--- src/rtl/chop_pkg.sv ---
package chop_pkg;
  localparam int unsigned FREQ_W_D  = 4;
  localparam int unsigned DUTY_W_D  = 3;
  localparam int unsigned START_W_D = 4;
  localparam int unsigned BASE_W_D  = 4;  // log2 of the fixed divide-by-16 base
endpackage

--- src/rtl/chop_cfg_lock.sv ---
module chop_cfg_lock #(
  parameter int unsigned FREQ_W  = chop_pkg::FREQ_W_D,
  parameter int unsigned DUTY_W  = chop_pkg::DUTY_W_D,
  parameter int unsigned START_W = chop_pkg::START_W_D
) (
  input  logic               clk_i,
  input  logic               rst_ni,
  input  logic               en_i,
  input  logic [FREQ_W-1:0]  freq_i,
  input  logic [DUTY_W-1:0]  duty_i,
  input  logic [START_W-1:0] start_i,
  output logic [FREQ_W-1:0]  freq_o,
  output logic [DUTY_W-1:0]  duty_o,
  output logic [START_W-1:0] start_o
);
  always_ff @(posedge clk_i or negedge rst_ni) begin
    if (!rst_ni) begin
      freq_o  <= '0;
      duty_o  <= '0;
      start_o <= '0;
    end else if (!en_i) begin
      freq_o  <= freq_i;
      duty_o  <= duty_i;
      start_o <= start_i;
    end
  end

  // settings frozen while enabled
  a_r8_cfg_frozen: assert property (@(posedge clk_i) disable iff (!rst_ni)
    en_i |=> $stable({freq_o, duty_o, start_o}));
endmodule

--- src/rtl/chop_start_timer.sv ---
module chop_start_timer #(
  parameter int unsigned START_W = chop_pkg::START_W_D,
  parameter int unsigned BASE_W  = chop_pkg::BASE_W_D,
  localparam int unsigned CNT_W  = START_W + BASE_W
) (
  input  logic               clk_i,
  input  logic               rst_ni,
  input  logic               clr_i,
  input  logic               rise_i,
  input  logic [START_W-1:0] start_i,
  output logic               active_o,
  output logic               done_o
);
  logic [CNT_W-1:0] cnt_q;
  logic [CNT_W-1:0] last;

  assign last   = {start_i, {BASE_W{1'b1}}};
  assign done_o = active_o && (cnt_q == last);

  always_ff @(posedge clk_i or negedge rst_ni) begin
    if (!rst_ni) begin
      active_o <= 1'b0;
      cnt_q    <= '0;
    end else if (clr_i) begin
      active_o <= 1'b0;
      cnt_q    <= '0;
    end else if (rise_i) begin
      // rise cycle itself is count 0, so the next cycle is count 1
      active_o <= 1'b1;
      cnt_q    <= CNT_W'(1);
    end else if (active_o) begin
      if (cnt_q == last) begin
        active_o <= 1'b0;
        cnt_q    <= '0;
      end else begin
        cnt_q <= cnt_q + CNT_W'(1);
      end
    end
  end

  // counter never runs past the programmed width
  a_r3_cnt_in_range: assert property (@(posedge clk_i) disable iff (!rst_ni)
    active_o |-> cnt_q <= last);
  // a low PWM level cuts the start pulse
  a_r7_cut_short: assert property (@(posedge clk_i) disable iff (!rst_ni)
    clr_i |=> !active_o);
endmodule

--- src/rtl/chop_carrier_gen.sv ---
module chop_carrier_gen #(
  parameter int unsigned FREQ_W = chop_pkg::FREQ_W_D,
  parameter int unsigned DUTY_W = chop_pkg::DUTY_W_D,
  parameter int unsigned BASE_W = chop_pkg::BASE_W_D,
  localparam int unsigned CNT_W = FREQ_W + BASE_W,
  localparam int unsigned PRD_W = FREQ_W + DUTY_W + 1
) (
  input  logic              clk_i,
  input  logic              rst_ni,
  input  logic              clr_i,
  input  logic              go_i,
  input  logic [FREQ_W-1:0] freq_i,
  input  logic [DUTY_W-1:0] duty_i,
  output logic              high_o
);
  logic              run_q;
  logic [CNT_W-1:0]  cnt_q;
  logic [CNT_W-1:0]  last;
  logic [FREQ_W:0]   freq_p1;
  logic [PRD_W-1:0]  prod;
  logic [CNT_W:0]    lim_wide;
  logic [CNT_W-1:0]  high_lim;

  assign last     = {freq_i, {BASE_W{1'b1}}};
  assign freq_p1  = {1'b0, freq_i} + {{FREQ_W{1'b0}}, 1'b1};
  assign prod     = {{(FREQ_W+1){1'b0}}, duty_i} * {{DUTY_W{1'b0}}, freq_p1};
  // duty/2^DUTY_W of a period of (freq+1)*2^BASE_W clocks
  assign lim_wide = (CNT_W+1)'(prod) << (BASE_W - DUTY_W);
  assign high_lim = lim_wide[CNT_W-1:0];
  assign high_o   = run_q && (cnt_q < high_lim);

  always_ff @(posedge clk_i or negedge rst_ni) begin
    if (!rst_ni) begin
      run_q <= 1'b0;
      cnt_q <= '0;
    end else if (clr_i) begin
      run_q <= 1'b0;
      cnt_q <= '0;
    end else if (go_i) begin
      run_q <= 1'b1;
      cnt_q <= '0;
    end else if (run_q) begin
      cnt_q <= (cnt_q == last) ? '0 : cnt_q + CNT_W'(1);
    end
  end

  // period wraps at 16*(freq+1)
  a_r4_wrap: assert property (@(posedge clk_i) disable iff (!rst_ni)
    (run_q && cnt_q == last && !clr_i && !go_i) |=> (run_q && cnt_q == '0));
  // zero duty gives no carrier
  a_r6_zero_duty: assert property (@(posedge clk_i) disable iff (!rst_ni)
    (duty_i == '0) |-> !high_o);
  a_r4_idle_cleared: assert property (@(posedge clk_i) disable iff (!rst_ni)
    !run_q |-> cnt_q == '0);
endmodule

--- src/rtl/pwm_chopper.sv ---
module pwm_chopper #(
  parameter int unsigned FREQ_W  = chop_pkg::FREQ_W_D,
  parameter int unsigned DUTY_W  = chop_pkg::DUTY_W_D,
  parameter int unsigned START_W = chop_pkg::START_W_D,
  parameter int unsigned BASE_W  = chop_pkg::BASE_W_D
) (
  input  logic               clk_i,
  input  logic               rst_ni,
  input  logic               chop_en_i,
  input  logic [FREQ_W-1:0]  freq_sel_i,
  input  logic [DUTY_W-1:0]  duty_sel_i,
  input  logic [START_W-1:0] start_sel_i,
  input  logic               pwm_i,
  output logic               chop_o
);
  logic [FREQ_W-1:0]  freq_q;
  logic [DUTY_W-1:0]  duty_q;
  logic [START_W-1:0] start_q;
  logic pwm_q, rise, start_active, start_done, car_high;
  logic start_clr, car_clr, car_go;

  chop_cfg_lock #(.FREQ_W(FREQ_W), .DUTY_W(DUTY_W), .START_W(START_W)) u_cfg (
    .clk_i   (clk_i),
    .rst_ni  (rst_ni),
    .en_i    (chop_en_i),
    .freq_i  (freq_sel_i),
    .duty_i  (duty_sel_i),
    .start_i (start_sel_i),
    .freq_o  (freq_q),
    .duty_o  (duty_q),
    .start_o (start_q)
  );

  // held low while disabled so enabling during a high phase reads as an edge
  always_ff @(posedge clk_i or negedge rst_ni) begin
    if (!rst_ni)         pwm_q <= 1'b0;
    else if (!chop_en_i) pwm_q <= 1'b0;
    else                 pwm_q <= pwm_i;
  end

  assign rise      = chop_en_i && pwm_i && !pwm_q;
  assign start_clr = !chop_en_i || !pwm_i;
  assign car_clr   = start_clr || rise;
  assign car_go    = start_done;

  chop_start_timer #(.START_W(START_W), .BASE_W(BASE_W)) u_start (
    .clk_i    (clk_i),
    .rst_ni   (rst_ni),
    .clr_i    (start_clr),
    .rise_i   (rise),
    .start_i  (start_q),
    .active_o (start_active),
    .done_o   (start_done)
  );

  chop_carrier_gen #(.FREQ_W(FREQ_W), .DUTY_W(DUTY_W), .BASE_W(BASE_W)) u_car (
    .clk_i  (clk_i),
    .rst_ni (rst_ni),
    .clr_i  (car_clr),
    .go_i   (car_go),
    .freq_i (freq_q),
    .duty_i (duty_q),
    .high_o (car_high)
  );

  assign chop_o = chop_en_i ? (pwm_i && (rise || start_active || car_high)) : pwm_i;

  // an enabled rising level is visible in the same cycle
  a_r3_rise_high: assert property (@(posedge clk_i) disable iff (!rst_ni)
    (chop_en_i && $rose(pwm_i)) |-> chop_o);
  // counters stay cleared while disabled
  a_r2_held_clear: assert property (@(posedge clk_i) disable iff (!rst_ni)
    !chop_en_i |=> (!start_active && !car_high));
endmodule

--- config.mk ---
export PLATFORM = sky130hd
export DESIGN_NAME = pwm_chopper
export DESIGN_NICKNAME = d
export VERILOG_FILES = /design/src/rtl/chop_pkg.sv /design/src/rtl/chop_cfg_lock.sv /design/src/rtl/chop_start_timer.sv /design/src/rtl/chop_carrier_gen.sv /design/src/rtl/pwm_chopper.sv
export SDC_FILE = /design/constraint.sdc
export NUM_CORES = 1
export LEC_CHECK = 0
export BUFFER_PORTS_ARGS = -buffer_cell sky130_fd_sc_hd__buf_2
export CAP_MARGIN = 40
export CORE_MARGIN = 2
export CORE_UTILIZATION = 54
export DETAILED_ROUTE_END_ITERATION = 8
export GPL_TIMING_DRIVEN = 0
export PLACE_DENSITY = 0.76
export SLEW_MARGIN = 20
export SYNTH_ARGS = -nofsm -noshare
export SYNTH_HDL_FRONTEND = slang
export SYNTH_SLANG_ARGS = --single-unit
--- constraint.sdc ---
create_clock -name clk_i -period 3.3 [get_ports clk_i]
set_input_delay 0.66 -clock clk_i [delete_from_list [all_inputs] [get_ports clk_i]]
set_output_delay 0.66 -clock clk_i [all_outputs]
set_load 0.05 [all_outputs]
# Word level (Yosys, flattened, before mapping)
# Cells that the tools add are included.
[totals] ff_bits=30 in_bits=15 output_inout_bits=1 elab_cells=46
[classes] add_sub_neg=3 mul=1 magnitude_cmp=1 eq_ne=2 muxes=16 n_reduce_logical=15
[op_table] op="two-way mux 8 bit" n=8
[op_table] op="adder 8 x 1 -> 8 bit, second input constant" n=2
[op_table] op="equality test 8 bit" n=2
[op_table] op="less-than comparator 8 bit" n=1
[op_table] op="two-way mux 1 bit" n=8
[op_table] op="multiplier 3 x 5 -> 7 bit" n=1
[op_table] op="nonzero test 3 bit" n=2
[op_table] op="adder 4 x 1 -> 5 bit, second input constant" n=1
[op_table] op="logical AND 1 bit" n=5
[op_table] op="logical OR 1 bit" n=4
[op_table] op="zero test 1 bit" n=3
[op_table] op="nonzero test 2 bit" n=1

# Logic depth before layout (Yosys ltp)
[logic_depth] word_depth=7 depth_mapped=15

# By module
# A second synthesis with hierarchy kept.
[hier_totals] cells_unflattened=199 hier_area_um2=2038.2
[modules_own_cells] mod="chop_carrier_gen" instances=1 cells_each=116 area_each_um2=1016.0 seq_area_each_um2=225.2
[modules_own_cells] mod="chop_start_timer" instances=1 cells_each=53 area_each_um2=520.5 seq_area_each_um2=225.2
[modules_own_cells] mod="chop_cfg_lock" instances=1 cells_each=23 area_each_um2=447.9 seq_area_each_um2=275.3
[modules_own_cells] mod="pwm_chopper" instances=1 cells_each=7 area_each_um2=53.8 seq_area_each_um2=25.0

# Least setup slack after synthesis
# OpenSTA, ideal clock, no wires.
[synth_timing] kind="reg-to-output" start="register u_cfg.freq_o[0]" end="output chop_o" arrival_ps=3622 required_ps=2640 setup_slack_ps=-982 stages_incl_launch_ff=16 path_cell_list="dfrtp_1 ha_1 xor2_1 and2_2 fa_1 ha_1 inv_1 fa_1 inv_1 a21o_1 a21oi_1 xnor2_1 ha_1 nand2_1 a21boi_1 a41oi_1"
[synth_between] elab_chain_cells=7
[synth_rtl] element="start, declared" line_no="chop_cfg_lock.sv:12" rtl="output logic [FREQ_W-1:0] freq_o,"
[synth_rtl] element="start signal, assigned" line_no="chop_cfg_lock.sv:22" rtl="freq_o <= freq_i;"
[synth_rtl] element="adder 4 x 1 -> 5 bit" line_no="chop_carrier_gen.sv:25" rtl="assign freq_p1 = {1'b0, freq_i} + {{FREQ_W{1'b0}}, 1'b1};"
[synth_rtl] element="multiplier 3 x 5 -> 7 bit" line_no="chop_carrier_gen.sv:26" rtl="assign prod = {{(FREQ_W+1){1'b0}}, duty_i} * {{DUTY_W{1'b0}}, freq_p1};"
[synth_rtl] element="less-than comparator 8 bit" line_no="chop_carrier_gen.sv:30" rtl="assign high_o = run_q && (cnt_q < high_lim);"
[synth_rtl] element="logical AND 1 bit" line_no="chop_carrier_gen.sv:30"
[synth_rtl] element="logical OR 1 bit" line_no="pwm_chopper.sv:66" rtl="assign chop_o = chop_en_i ? (pwm_i && (rise || start_active || car_high)) : pwm_i;"
[synth_rtl] element="logical AND 1 bit" line_no="pwm_chopper.sv:66"
[synth_rtl] element="two-way mux 1 bit" line_no="pwm_chopper.sv:66"
[synth_rtl] element="end, declared" line_no="pwm_chopper.sv:14" rtl="output logic chop_o"
# No other way between the ends.

# Final worst setup path
[layout_timing] start="register u_cfg.freq_o[1]" end="output chop_o"
# The elaborated chain is that of the path after synthesis.

==> summary.md <==
| Metric | Value |
|---|---|
| Syn Inst Count | `217` |
| Fin Setup TNS | `-0.8311 ns` |
| CTS tree | `built` |
| Hold Path Class | `input port to async pin` |
| Gpl congestion | `0.8338` |
| FMAX | `242.1 MHz` |
| Met2 usage | `0.3535` |
| Finished Layout Cells | `294` |
| Total GRT Usage | `0.2181` |
| Post-synth design cell area | `2077 µm²` |
| Ys Warns | `0` |
| Worst setup margin | `-0.8311 ns` |
| Leak | `1.111 nW` |
| DRT Pass-1 Iters | `4` |
| Post-synthesis sequential area ratio | `0.3614` |
| Root Buffer | `clkbuf_8` |
| CP arrival | `3.47 ns` |
| Vias | `1656` |
| Initial antenna violation count | `0` |
| Clock-pin slew on the worst setup and hold paths | `0.07 ns` |
| Maximum vdd ir drop | `0.2665 mV` |
| Inserted Clock Buffers | `5` |
| Final hold vios | `0` |
| Total I/O pin count | `16` |
| Diodes inserted | `0` |
| Pwr/cell area | `421.2 nW/µm²` |
| Post-route cell area | `2449 µm²` |
| Global routing's busiest layer | `met2` |
| Worst slew pin tran | `0.6541 ns` |
| Synth-to-Final Area Change | `17.89%` |
| Met3 usage | `0.04770` |
| Die footprint | `4359 µm²` |
| Max clock buf depth | `2` |
| Final wirelength | `4144 µm` |
| Clk_skew | `0.004624 ns` |
| Relative slew slack | `0.5639` |
| Critical Path End Type | `output pin` |
| Ratio of cells with drive above 1 in the final layout | `0.2642` |
| Setup Viol. Count Final | `1` |
| Post-Syn Area per Cell | `9.571 µm²` |
| Mapped Nets | `251` |
| Reg2reg end | `u_car.cnt_q[6]$_DFFE_PN0P_` |
| Fillcell total | `306` |
| CP required | `2.64 ns` |
| Worst-path fanout max | `3` |
| Critical Path Start Type | `flop` |
| Die Y | `66.02 µm` |
| # hold bufs at CTS | `0` |
| Dpl hpwl | `2892 µm` |
| Clk_lat worst skew | `0.27 ns` |
| Synth cell types | `41` |
| Fin crit period | `4.131 ns` |
| Vias in the first global route | `1601` |
| Period utilization | `1.252` |
| Grt total ovfl | `0` |
| Status | `finished, violations left` |
| Reg2Reg Depth | `6` |
| CTS Sinks | `30` |
| Core Footprint | `3689 µm²` |
| Initial Util | `0.5631` |
| Routed Antenna Nets | `0` |
| Worst R2R Start | `u_cfg.freq_o[0]$_DFFE_PN0N_` |
| Htree depth | `2` |
| # port buffers | `15` |
| Die W | `66.02 µm` |
| Most frequent cells in the layout | `nand2_1 (28), dfrtp_1 (28), buf_2 (16)` |
| Largest net degree at the start of global routing | `31` |
| PnR Total Power | `1.031 mW` |
| Via density | `5.633` |
| Setup WS pre-CTS | `-0.7769 ns` |
| Max-slew violations | `0` |
| Drt drc | `0` |
| NumNets Final | `279` |
| GRT met1 Usage | `0.3029` |
| Failing checks | `negative setup slack` |
| Dpl cells | `280` |
| Cell Rows | `22` |
| DR iter-0 viols | `104` |
| Synthesis-stage register bit count | `30` |
| R2R Setup Slk | `1.58 ns` |
| MaxCap Viol Count | `0` |
| Crit path kind | `flop to output pin` |
| WL per Instance | `14.10 µm` |
| RSZ-0062 raised after global routing | `yes` |
| Placement Cell Area | `2251 µm²` |
| Global-route wire length before repair | `7307 µm` |
[synthesized netlist by cell type]
library cell | n | area [µm²]
a21oi_1 | 8 | 40.04
o21a_1 | 1 | 7.510
o21ai_1 | 3 | 15.01
a21o_1 | 3 | 22.52
nor3_1 | 2 | 10.01
mux2_2 | 11 | 123.9
nor4_1 | 6 | 37.54
a31oi_1 | 3 | 18.77
a21boi_1 | 1 | 7.510
nand4_1 | 2 | 12.51
a41oi_1 | 1 | 8.760
xnor2_2 | 2 | 32.53
ha_1 | 15 | 187.7
buf_6 | 1 | 11.26
inv_2 | 1 | 3.750
nand4_2 | 1 | 12.51
buf_4 | 2 | 15.01
nand2_1 | 28 | 105.1
nand3_1 | 15 | 75.07
and2_2 | 2 | 15.01
o2111ai_1 | 6 | 52.55
xnor2_1 | 8 | 70.07
o21ai_0 | 4 | 20.02
o211ai_1 | 2 | 15.01
dfrtp_1 | 30 | 750.7
xor2_1 | 6 | 52.55
and2b_1 | 1 | 7.510
fa_1 | 4 | 80.08
o21ai_2 | 1 | 8.760
nor2_1 | 12 | 45.04
and2_1 | 3 | 18.77
clkbuf_1 | 3 | 11.26
and3_1 | 5 | 31.28
nor2b_1 | 1 | 6.260
inv_1 | 11 | 41.29
nor3_2 | 1 | 10.01
mux2i_1 | 4 | 40.04
nand4b_1 | 1 | 8.760
buf_2 | 2 | 10.01
or3b_1 | 1 | 8.760
and4_1 | 3 | 26.28
[state kept, by name, indices dropped and copies added, names as in the netlist]
signal and count:
u_start.cnt_q 8, pwm_q 1, u_car.cnt_q 8, u_cfg.start_o 4, u_cfg.freq_o 4, u_start.active_o 1
u_car.run_q 1, u_cfg.duty_o 3
[cells by family (layout without fill, tap and decap cells)]
family                     after synthesis  count (layout)  synth area share
xor gates and xnor gates                16              16           0.07470
DFF                                     30              30            0.3614
adders and majority gates               19              19            0.1289
buffers and inverters                   20              49           0.04457
and+or+nand+nor                         84              84            0.2072
AOI/OAI and AO/OA                       33              33            0.1042
muxes                                   15              15           0.07892
[repair_timing]
| action | CTS | global route |
|---|---|---|
| endpoints found under the setup margin | 1 | 1 |
| setup buffers | 5 | 1 |
| resized for setup | 6 | 3 |
| pin swaps | 6 | 5 |
[metal layers]
metal,wire (µm),share of wire
met5,0,0
met4,29,0.0070
met3,153,0.037
met2,1920,0.46
met1,2040,0.49
[how the worst max path moves through the flow]
stage	slack, ns	to	depth (start not counted)	start
6_report	-0.83	chop_o	16	u_cfg.freq_o[1]$_DFFE_PN0N_
5_1_grt	-0.97	chop_o	16	u_cfg.freq_o[1]$_DFFE_PN0N_
4_1_cts	-0.81	chop_o	16	u_cfg.freq_o[1]$_DFFE_PN0N_
3_5_place_dp	-0.78	chop_o	15	u_cfg.freq_o[0]$_DFFE_PN0N_
3_3_place_gp	-0.76	chop_o	15	u_cfg.freq_o[0]$_DFFE_PN0N_
2_1_floorplan	-0.52	chop_o	15	u_cfg.freq_o[0]$_DFFE_PN0N_
[cell type report]
class                      count  area (µm²)  area share
multi-input combinational    167        1306      0.5335
sequential                    30       753.2      0.3076
timing repair buffer          21       126.4     0.05161
clock buffer                   6       72.57     0.02964
tap                           48       60.06     0.02453
buffer                         8       47.55     0.01942
inverter                      12       45.04     0.01840
clock inverter                 2       37.54     0.01533
[per-stage QoR]
| step | utilization | hold slack [ns] |
|---|---|---|
| floorplan | - | 0.3644 |
| global placement | 0.6102 | 0.4958 |
| detailed placement | 0.6102 | 0.5070 |
| CTS | 0.6581 | 0.4281 |
| global route | 0.6638 | 0.4646 |
| finish | 0.6638 | 0.4069 |
[critical path, cell delays in order, from the launching register on]
cell and delay, ns:
dfrtp_2 0.44, ha_4 0.18, xor2_2 0.15, and2_4 0.15, fa_1 0.48, ha_2 0.19
inv_2 0.04, fa_2 0.35, inv_2 0.05, a21o_1 0.12, a21oi_2 0.07, xnor2_1 0.13
ha_1 0.32, nand2_1 0.08, a21boi_2 0.06, a41oi_4 0.20, buf_6 0.19
[power breakdown]
part | switching [mW] | leakage [nW] | total, mW | internal, mW
registers | 0.0229 | 0.389 | 0.407 | 0.384
logic | 0.133 | 0.670 | 0.260 | 0.126
clock network | 0.140 | 0.0514 | 0.365 | 0.225
total | 0.296 | 1.11 | 1.03 | 0.735
Note: power is estimated with default switching activity, not from simulation.
